File: src/rtl/lqm_pkg.sv
package lqm_pkg;
  typedef enum logic [1:0] {
    CH_LIVE  = 2'd0,
    CH_HOLD  = 2'd1,
    CH_STUCK = 2'd2
  } ch_state_e;
endpackage

File: src/rtl/lqm_hist.sv
module lqm_hist #(
  parameter int HIST_LEN = 10,
  parameter int CNT_W    = $clog2(HIST_LEN + 1)
) (
  input  logic             clk,
  input  logic             rst_n,
  input  logic             push,
  input  logic             bit_in,
  input  logic             clear,
  output logic             full,
  output logic [CNT_W-1:0] succ_cnt
);
  logic [HIST_LEN-1:0] sh_q;
  logic [CNT_W-1:0]    fill_q;

  always_ff @(posedge clk) begin
    if (!rst_n || clear) begin
      sh_q   <= '0;
      fill_q <= '0;
    end else if (push) begin
      sh_q <= {sh_q[HIST_LEN-2:0], bit_in};
      if (fill_q != CNT_W'(HIST_LEN)) fill_q <= fill_q + 1'b1;
    end
  end

  always_comb begin
    succ_cnt = '0;
    for (int b = 0; b < HIST_LEN; b++) succ_cnt = succ_cnt + CNT_W'(sh_q[b]);
  end

  assign full = (fill_q == CNT_W'(HIST_LEN));
endmodule

File: src/rtl/lqm_chan_fsm.sv
module lqm_chan_fsm
  import lqm_pkg::*;
#(
  parameter int HOLD_EVENTS = 5,
  parameter int MIN_OK      = 5,
  parameter int CNT_W       = 4,
  parameter int HOLD_W      = $clog2(HOLD_EVENTS + 1)
) (
  input  logic             clk,
  input  logic             rst_n,
  input  logic             hist_full,
  input  logic [CNT_W-1:0] succ_cnt,
  input  logic             evt_tick,
  input  logic             map_changed,
  output logic             blocked,
  output logic             fail_now,
  output logic             clear_hist
);
  ch_state_e         st_q;
  logic [HOLD_W-1:0] hold_q;
  logic              poor;

  assign poor = (succ_cnt < CNT_W'(MIN_OK));

  always_ff @(posedge clk) begin
    if (!rst_n) begin
      st_q   <= CH_LIVE;
      hold_q <= '0;
    end else begin
      unique case (st_q)
        CH_LIVE: if (hist_full && poor) begin
          st_q   <= CH_HOLD;
          hold_q <= HOLD_W'(HOLD_EVENTS);
        end
        CH_HOLD: if (evt_tick) begin
          if (hold_q == HOLD_W'(1)) st_q <= poor ? CH_STUCK : CH_LIVE;
          hold_q <= hold_q - 1'b1;
        end
        CH_STUCK: if (map_changed) st_q <= CH_LIVE;
        default: st_q <= CH_LIVE;
      endcase
    end
  end

  assign blocked    = (st_q != CH_LIVE);
  assign fail_now   = (st_q == CH_HOLD) && evt_tick && (hold_q == HOLD_W'(1)) && poor;
  assign clear_hist = (st_q == CH_STUCK) && map_changed;
endmodule

File: src/rtl/chan_quality_mask.sv
module chan_quality_mask #(
  parameter int NUM_CH      = 37,
  parameter int HIST_LEN    = 10,
  parameter int MIN_OK      = 5,
  parameter int HOLD_EVENTS = 5,
  parameter int CH_W        = 6
) (
  input  logic              clk,
  input  logic              rst_n,
  input  logic              in_valid,
  output logic              in_ready,
  input  logic [CH_W-1:0]   in_chan,
  input  logic              in_ok,
  input  logic              evt_tick,
  input  logic [NUM_CH-1:0] peer_map,
  output logic [NUM_CH-1:0] eff_map,
  output logic              upd_req,
  output logic [NUM_CH-1:0] upd_mask
);
  localparam int CNT_W = $clog2(HIST_LEN + 1);

  logic              ready_q;
  logic [NUM_CH-1:0] prev_map_q;
  logic              map_changed;
  logic              take;
  logic [NUM_CH-1:0] blocked;
  logic [NUM_CH-1:0] fail_vec;

  always_ff @(posedge clk) begin
    if (!rst_n) begin
      ready_q    <= 1'b0;
      prev_map_q <= peer_map;
      upd_req    <= 1'b0;
      upd_mask   <= '0;
    end else begin
      ready_q    <= 1'b1;
      prev_map_q <= peer_map;
      upd_req    <= |fail_vec;
      upd_mask   <= fail_vec;
    end
  end

  assign in_ready    = ready_q;
  assign take        = in_valid && ready_q;
  assign map_changed = (peer_map != prev_map_q);

  for (genvar i = 0; i < NUM_CH; i++) begin : g_ch
    logic             push;
    logic             full;
    logic             clr;
    logic [CNT_W-1:0] cnt;

    assign push = take && (in_chan == CH_W'(i));

    lqm_hist #(.HIST_LEN(HIST_LEN), .CNT_W(CNT_W)) u_hist (
      .clk(clk), .rst_n(rst_n), .push(push), .bit_in(in_ok),
      .clear(clr), .full(full), .succ_cnt(cnt)
    );

    lqm_chan_fsm #(.HOLD_EVENTS(HOLD_EVENTS), .MIN_OK(MIN_OK), .CNT_W(CNT_W)) u_fsm (
      .clk(clk), .rst_n(rst_n), .hist_full(full), .succ_cnt(cnt),
      .evt_tick(evt_tick), .map_changed(map_changed),
      .blocked(blocked[i]), .fail_now(fail_vec[i]), .clear_hist(clr)
    );
  end

  assign eff_map = peer_map & ~blocked;
endmodule

File: config.mk
export PLATFORM = sky130hd
export DESIGN_NAME = chan_quality_mask
export DESIGN_NICKNAME = d
export VERILOG_FILES = /design/src/rtl/lqm_pkg.sv /design/src/rtl/lqm_hist.sv /design/src/rtl/lqm_chan_fsm.sv /design/src/rtl/chan_quality_mask.sv
export SDC_FILE = /design/constraint.sdc
export NUM_CORES = 2
export LEC_CHECK = 0
export BUFFER_PORTS_ARGS = -buffer_cell sky130_fd_sc_hd__buf_4
export CAP_MARGIN = 10
export CORE_UTILIZATION = 60
export CTS_CLUSTER_SIZE = 20
export DETAILED_ROUTE_END_ITERATION = 8
export PLACE_DENSITY = 0.84
export SLEW_MARGIN = 20
export SYNTH_ARGS = -nofsm -noshare
export SYNTH_HDL_FRONTEND = slang
export SYNTH_SLANG_ARGS = --single-unit
File: constraint.sdc
create_clock -name clk -period 5.2 [get_ports clk]
set_input_delay 0.26 -clock clk [delete_from_list [all_inputs] [get_ports clk]]
set_output_delay 0.26 -clock clk [all_outputs]
set_load 0.01 [all_outputs]
# Word level (Yosys, flattened, before mapping)
# Cells that the tools add are included.
[word_totals] regBits=779 in_bits=48 out_inout_bits=76 word_cells=1751
[classes] addsub=407 n_lt_le_gt_ge=37 n_eq_ne=370 n_mux=298 bitwise=2 reduce_logical=485
[ops] cell="adder 4 x 1 -> 4 bit" count=296
[ops] cell="2-to-1 mux 2 bit" count=149
[ops] cell="logical AND 1 bit" count=223
[ops] cell="2-to-1 mux 3 bit" count=74
[ops] cell="one-hot mux 2 bit (3 select lines)" count=37
[ops] cell="one-hot mux 3 bit (2 select lines)" count=37
[ops] cell="!= test 2 bit (second input constant)" count=110
[ops] cell="adder 4 x 1 -> 4 bit (second input constant)" count=37
[ops] cell="== test 4 bit (second input constant)" count=37
[ops] cell="< comparator 4 x 3 -> 1 bit (second input constant)" count=37
[ops] cell="!= test 4 bit (second input constant)" count=37
[ops] cell="AND reduction 4 bit" count=37
[ops] cell="nonzero test 2 bit" count=74
[ops] cell="== test 3 x 1 -> 1 bit (second input constant)" count=37
[ops] cell="AND reduction 3 bit" count=37
[ops] cell="subtractor 3 x 1 -> 3 bit (second input constant)" count=37
[ops] cell="== test 6 x 5 -> 1 bit (second input constant)" count=16
[ops] cell="!= test 2 x 1 -> 1 bit (second input constant)" count=38
[ops] cell="adder 1 x 1 -> 2 bit" count=37
[ops] cell="== test 2 x 1 -> 1 bit (second input constant)" count=37
[ops] cell="== test 2 bit (second input constant)" count=37
[ops] cell="zero test 2 bit" count=37
[ops] cell="AND reduction 2 bit" count=37
[ops] cell="== test 6 x 4 -> 1 bit (second input constant)" count=8
[ops] cell="other kinds (12)" count=56

# Longest topological paths before layout
[logic_depth] depth_word=14 mapped_depth=16 ltp_nobuf=16

# Hierarchy
# A second synthesis with hierarchy kept.
[hier_totals] cells_unflattened=4573 area_unflattened_um2=44564.0
[modules_own_cells] module="lqm_hist at g_ch[0].u_hist ..." n_inst=27 cells_each=84 area_each_um2=813.3 seq_area_each_um2=280.3
[modules_own_cells] module="lqm_chan_fsm at g_ch[0].u_fsm ..." n_inst=36 cells_each=33 area_each_um2=319.1 seq_area_each_um2=100.1
[modules_own_cells] module="lqm_hist at g_ch[33].u_hist ..." n_inst=10 cells_each=80 area_each_um2=798.3 seq_area_each_um2=280.3
[modules_own_cells] module="chan_quality_mask" n_inst=1 cells_each=283 area_each_um2=2822.7 seq_area_each_um2=1521.5
[modules_own_cells] module="lqm_chan_fsm at g_ch[27].u_fsm" n_inst=1 cells_each=34 area_each_um2=314.1 seq_area_each_um2=100.1

# Worst setup path before layout
# OpenSTA, ideal clock, no wires.
[synth_path] path_type="register -> register" start="reg g_ch[36].u_hist.sh_q[0]" end="reg upd_req" setup_ns=0.125 t_arrival_ns=4.254 t_required_ns=5.075 setup_slack_ns=0.821 stages_incl_launch_ff=16 n_path_buf=0 period_less_slack_ns=4.379 path_cell_list="dfxtp_1 ha_1 inv_1 fa_1 fa_1 fa_1 inv_1 fa_1 inv_1 fa_1 nand2b_1 nor3b_1 nor4_1 nor4_1 nand3_1 o41a_1"
[synth_between] elab_chain_len=12
[synth_lines] element="start, declared" line="lqm_hist.sv:13" rtl="logic [HIST_LEN-1:0] sh_q;"
[synth_lines] element="start signal, assigned" line="lqm_hist.sv:21" rtl="sh_q <= {sh_q[HIST_LEN-2:0], bit_in};"
[synth_lines] element="adder 1 x 1 -> 2 bit" line="lqm_hist.sv:28" rtl="for (int b = 0; b < HIST_LEN; b++) succ_cnt = succ_cnt + CNT_W'(sh_q[b]);"
[synth_lines] element="adder 4 x 1 -> 4 bit (8 in series)" line="lqm_hist.sv:28"
[synth_lines] element="< comparator 4 x 3 -> 1 bit" line="lqm_chan_fsm.sv:23" rtl="assign poor = (succ_cnt < CNT_W'(MIN_OK));"
[synth_lines] element="logical AND 1 bit" line="lqm_chan_fsm.sv:46" rtl="assign fail_now = (st_q == CH_HOLD) && evt_tick && (hold_q == HOLD_W'(1)) && poor;"
[synth_lines] element="OR reduction 37 bit" line="chan_quality_mask.sv:38" rtl="upd_req <= |fail_vec;"
[synth_lines] element="end signal, assigned" line="chan_quality_mask.sv:38"
[synth_lines] element="end, declared" line="chan_quality_mask.sv:17" rtl="output logic upd_req,"
# Every way passes these cells.
# A chain may end at the register's enable or synchronous reset.

# Final worst setup path
[layout_path] start="reg g_ch[19].u_hist.sh_q[1]" end="reg upd_req"
[layout_between] elab_chain_len=12
[layout_lines] element="start, declared" line="lqm_hist.sv:13"
[layout_lines] element="start signal, assigned" line="lqm_hist.sv:21"
[layout_lines] element="adder 1 x 1 -> 2 bit" line="lqm_hist.sv:28"
[layout_lines] element="adder 4 x 1 -> 4 bit (8 in series)" line="lqm_hist.sv:28"
[layout_lines] element="< comparator 4 x 3 -> 1 bit" line="lqm_chan_fsm.sv:23"
[layout_lines] element="logical AND 1 bit" line="lqm_chan_fsm.sv:46"
[layout_lines] element="OR reduction 37 bit" line="chan_quality_mask.sv:38"
# Every way passes these cells.

==> metrics <==
outcome=finished, final reports clean; period utilization=95.6%; Highest Clock Rate=0.201 GHz; post-detailed-routing wire length=97.0 mm; drt first-iter violations=2,348; area of the multi-input gates=22,600 µm²; Static Leak=18.2 nW; Total Negative Setup Slacks=0 ns; average detailed-routed wire length per instance=16.2 µm; count of flip-flops with a built-in enable after synthesis=0; proportion of layout cells with a drive suffix above 1=6.05%; actual slew at the worst max-slew pin=1.07 ns; final setup violation count=0; placement row count=95; final hold vios=0; critical path class=reg2reg; count of maximum capacitance violations=0; R2R setup slack=0.23 ns; stage delay of the slowest cell on the critical path=0.55 ns; worst-case vdd ir drop=0.285 mV; worst-path cell chain=ha_1 -> inv_1 -> fa_1 -> fa_1 -> fa_1 -> inv_1 -> fa_1 -> inv_1 -> fa_1 -> a21oi_1 -> or3_1 -> nor3_1 -> nor4_1 -> nand3_1 -> o41a_1; worst reg2reg path endpoint=upd_req; RSZ-0062 raised after global routing=no; fin worst setup slack=0.230 ns; vertical die dimension=265 µm; global-route total usage across every layer=27.9%; filler instances=5,010; Synthesis Warnings=0; sort of element at the start of the critical path=flip-flop; DR vias/cell=5.52; reg-to-reg critical path startpoint=g_ch[19].u_hist.sh_q[1]; first-pass GRT wire length=159 mm; buffer cell driving the clock tree root=sky130_fd_sc_hd__clkbuf_16; total standard cell area after synthesis=41,300 µm²; WHS Endpoint=g_ch[15].u_hist.sh_q[0]; net count of the mapped netlist=5,539; antenna-violating nets left=0; clock buffers created by TritonCTS=84; vias in the first global route=32,500; most frequent cell on the critical path=sky130_fd_sc_hd__fa_1; worst skew pair latency=0.65 ns; type of the most critical hold path=in2reg; total of buffers placed on input and output ports=123; die boundary width=265 µm; total I/O pin count=124; clk slew on worst S/H paths=0.06 ns; detailed-route via count=33,100; routability cong.=0.884; CP delay by family, top=adder cells; Post-Synthesis Mean Instance Area=8.38 µm²; Req. time, crit path=5.74 ns; global-route congestion overflow total=0; placed cell count=5,814; Max stage delay cell, worst path=sky130_fd_sc_hd__fa_1; post-route minimum period=4.97 ns; share of synthesized area occupied by flip-flops and latches=37.7%; Worst R2R Path Depth=15; Layout Utilization=68.4%; skew final=0.0311 ns; half-perimeter wire length after placement=68.8 mm; Cells after Synth=4,936; data arrival time of the critical path=5.51 ns; buffers from clock root to sink, at most=3; CP endpoint kind=flip-flop; clk sink count=779; post-CTS setup repair buffer count=0; relative max-transition margin=28.1%; power density normalized to cell area=270 nW/µm²; Total Die Area=70,000 µm²; number of buffers and inverters on the critical path=3; max-slew violation count=0; hold path cells=3; Post-Layout Cell Count=6,000; starting density of the core=61.1%; Post-synth top flop=sky130_fd_sc_hd__dfxtp_1; Register Area=15,600 µm²; pin count of the biggest net entering global routing=98; critical path fanouts, max=3; area growth from synthesis to layout=11.9%; residual DRC count=0; number of antenna violations at the first check in global routing=7; Std-Cell Core Area=67,600 µm²; first-pass iteration count of the detailed router=5; post-synthesis register bit count=779; number of distinct library cells after synthesis=49; number of nets in the layout=5,667; CTS H-tree lvls=3; FFs w/ async S/R, synth=0%; dpl ws=0.282 ns; TritonCTS clock tree=done; startpoint of the most critical hold path=in_ok
## worst max path at each step
stage | startpoint | end | slack, ns | depth (start not counted)
after floorplan | g_ch[36].u_hist.sh_q[0] | upd_req | 0.82 | 15
after global placement | g_ch[25].u_hist.sh_q[0] | upd_req | 0.39 | 16
after detailed placement | g_ch[34].u_hist.sh_q[0] | upd_req | 0.28 | 16
after CTS | g_ch[34].u_hist.sh_q[0] | upd_req | 0.16 | 16
after global routing | g_ch[34].u_hist.sh_q[0] | upd_req | 0.08 | 16
final | g_ch[19].u_hist.sh_q[1] | upd_req | 0.23 | 15
## final cells by class
class,count,area share (%)
Tap cell,873,2.36
Inverter,687,5.58
Multi-Input combinational cell,3320,48.9
Sequential cell,779,33.7
Antenna cell,3,0.0162
Clock inverter,45,1.20
Clock buffer,101,4.88
Timing Repair Buffer,192,3.37
## power breakdown
group,switching [mW],internal [mW],total (mW),leakage (nW)
Combinational,0.272,0.114,0.386,10.6
Clock,2.53,3.61,6.14,1.37
Sequential,0.00935,5.99,5.99,6.29
## registers in the layout, indices dropped and copies added, names as in the netlist
name / cells
g_ch.u_hist.sh_q: 370
upd_mask: 37
g_ch.u_hist.fill_q: 148
in_ready: 1
g_ch.u_fsm.hold_q: 111
g_ch.u_fsm.st_q: 74
prev_map_q: 37
upd_req: 1
## Yosys cell counts (11+ instances only)
library cell / number / area, µm²
sky130_fd_sc_hd__fa_1: 222 / 4440
sky130_fd_sc_hd__a221oi_1: 16 / 140
sky130_fd_sc_hd__nand3_1: 58 / 290
sky130_fd_sc_hd__dfxtp_1: 779 / 15600
sky130_fd_sc_hd__xor2_1: 121 / 1060
sky130_fd_sc_hd__or4_1: 23 / 173
sky130_fd_sc_hd__and2_1: 42 / 263
sky130_fd_sc_hd__nand3b_1: 77 / 578
sky130_fd_sc_hd__nor2b_1: 12 / 75.1
sky130_fd_sc_hd__xnor2_1: 80 / 701
sky130_fd_sc_hd__nand4b_1: 11 / 96.3
sky130_fd_sc_hd__nor3_1: 18 / 90.1
sky130_fd_sc_hd__a211oi_1: 26 / 195
sky130_fd_sc_hd__a21oi_1: 513 / 2570
sky130_fd_sc_hd__nor4_1: 42 / 263
sky130_fd_sc_hd__nor2_1: 388 / 1460
sky130_fd_sc_hd__inv_1: 687 / 2580
sky130_fd_sc_hd__nor3b_1: 32 / 240
sky130_fd_sc_hd__nand2b_1: 50 / 313
sky130_fd_sc_hd__nand2_1: 939 / 3520
sky130_fd_sc_hd__nand4_1: 47 / 294
sky130_fd_sc_hd__clkbuf_1: 137 / 514
sky130_fd_sc_hd__o21ai_0: 79 / 395
sky130_fd_sc_hd__a31oi_1: 94 / 588
sky130_fd_sc_hd__ha_1: 333 / 4170
sky130_fd_sc_hd__o21ai_1: 33 / 165
## worst register-to-register path, stage by stage (launching register included)
cell and delay, ns:
sky130_fd_sc_hd__dfxtp_1 0.34, sky130_fd_sc_hd__ha_1 0.28, sky130_fd_sc_hd__inv_1 0.05, sky130_fd_sc_hd__fa_1 0.51
sky130_fd_sc_hd__fa_1 0.52, sky130_fd_sc_hd__fa_1 0.55, sky130_fd_sc_hd__inv_1 0.05, sky130_fd_sc_hd__fa_1 0.44
sky130_fd_sc_hd__inv_1 0.08, sky130_fd_sc_hd__fa_1 0.40, sky130_fd_sc_hd__a21oi_1 0.16, sky130_fd_sc_hd__or3_1 0.20
sky130_fd_sc_hd__nor3_1 0.12, sky130_fd_sc_hd__nor4_1 0.53, sky130_fd_sc_hd__nand3_1 0.19, sky130_fd_sc_hd__o41a_1 0.44
## layer usage
metal	global-route usage, %	up-vias	routed length [µm]
li1	-	16100	-
met1	35.5	15900	40600
met2	47.5	957	46100
met3	5.33	206	7130
met4	9.52	4	3190
met5	0	-	18
## stage by stage
| stage | hold WS [ns] | power [mW] | area [µm²] |
|---|---|---|---|
| after global routing | 0.245 | 12.9 | 46300 |
| final | 0.249 | 12.5 | 46300 |
| after global placement | 0.386 | 6.48 | 43100 |
| after floorplan | 0.288 | 6.31 | 41300 |
| after detailed placement | 0.387 | 6.48 | 43100 |
| after CTS | 0.225 | 12.6 | 46300 |
## cell usage in the layout, fill, tap and decap left out, drive strengths merged, types with 37 or more instances in the layout
master       netlist  final
dlygate4sd3        0     37
nor2             388    388
inv              687    691
ha               333    333
fa               222    222
a31oi             94     94
and2              42     42
o21ai            112    112
xnor2             80     80
nand2            939    939
nor4              43     43
clkbuf           137    101
nand4             47     47
dfxtp            779    779
buf               13    155
a21oi            513    513
nand2b            50     50
xor2             121    121
nand3b            77     77
nand3             58     58
## cell families after synthesis
group / synth area share [%]
buffers and inverters: 7.61
AOI/OAI and AO/OA: 10.4
xor gates and xnor gates: 4.26
and+or+nand+nor: 19.1
adders and majority gates: 20.8
muxes: 0.0968
DFF: 37.7
## what timing repair did
item,4_1_cts,5_1_grt
endpoints found under the setup margin,0,1
gates resized for setup,0,1
hold buffers,37,0
endpoints found under the hold margin,37,0
Power figures use the tool's default switching activity.
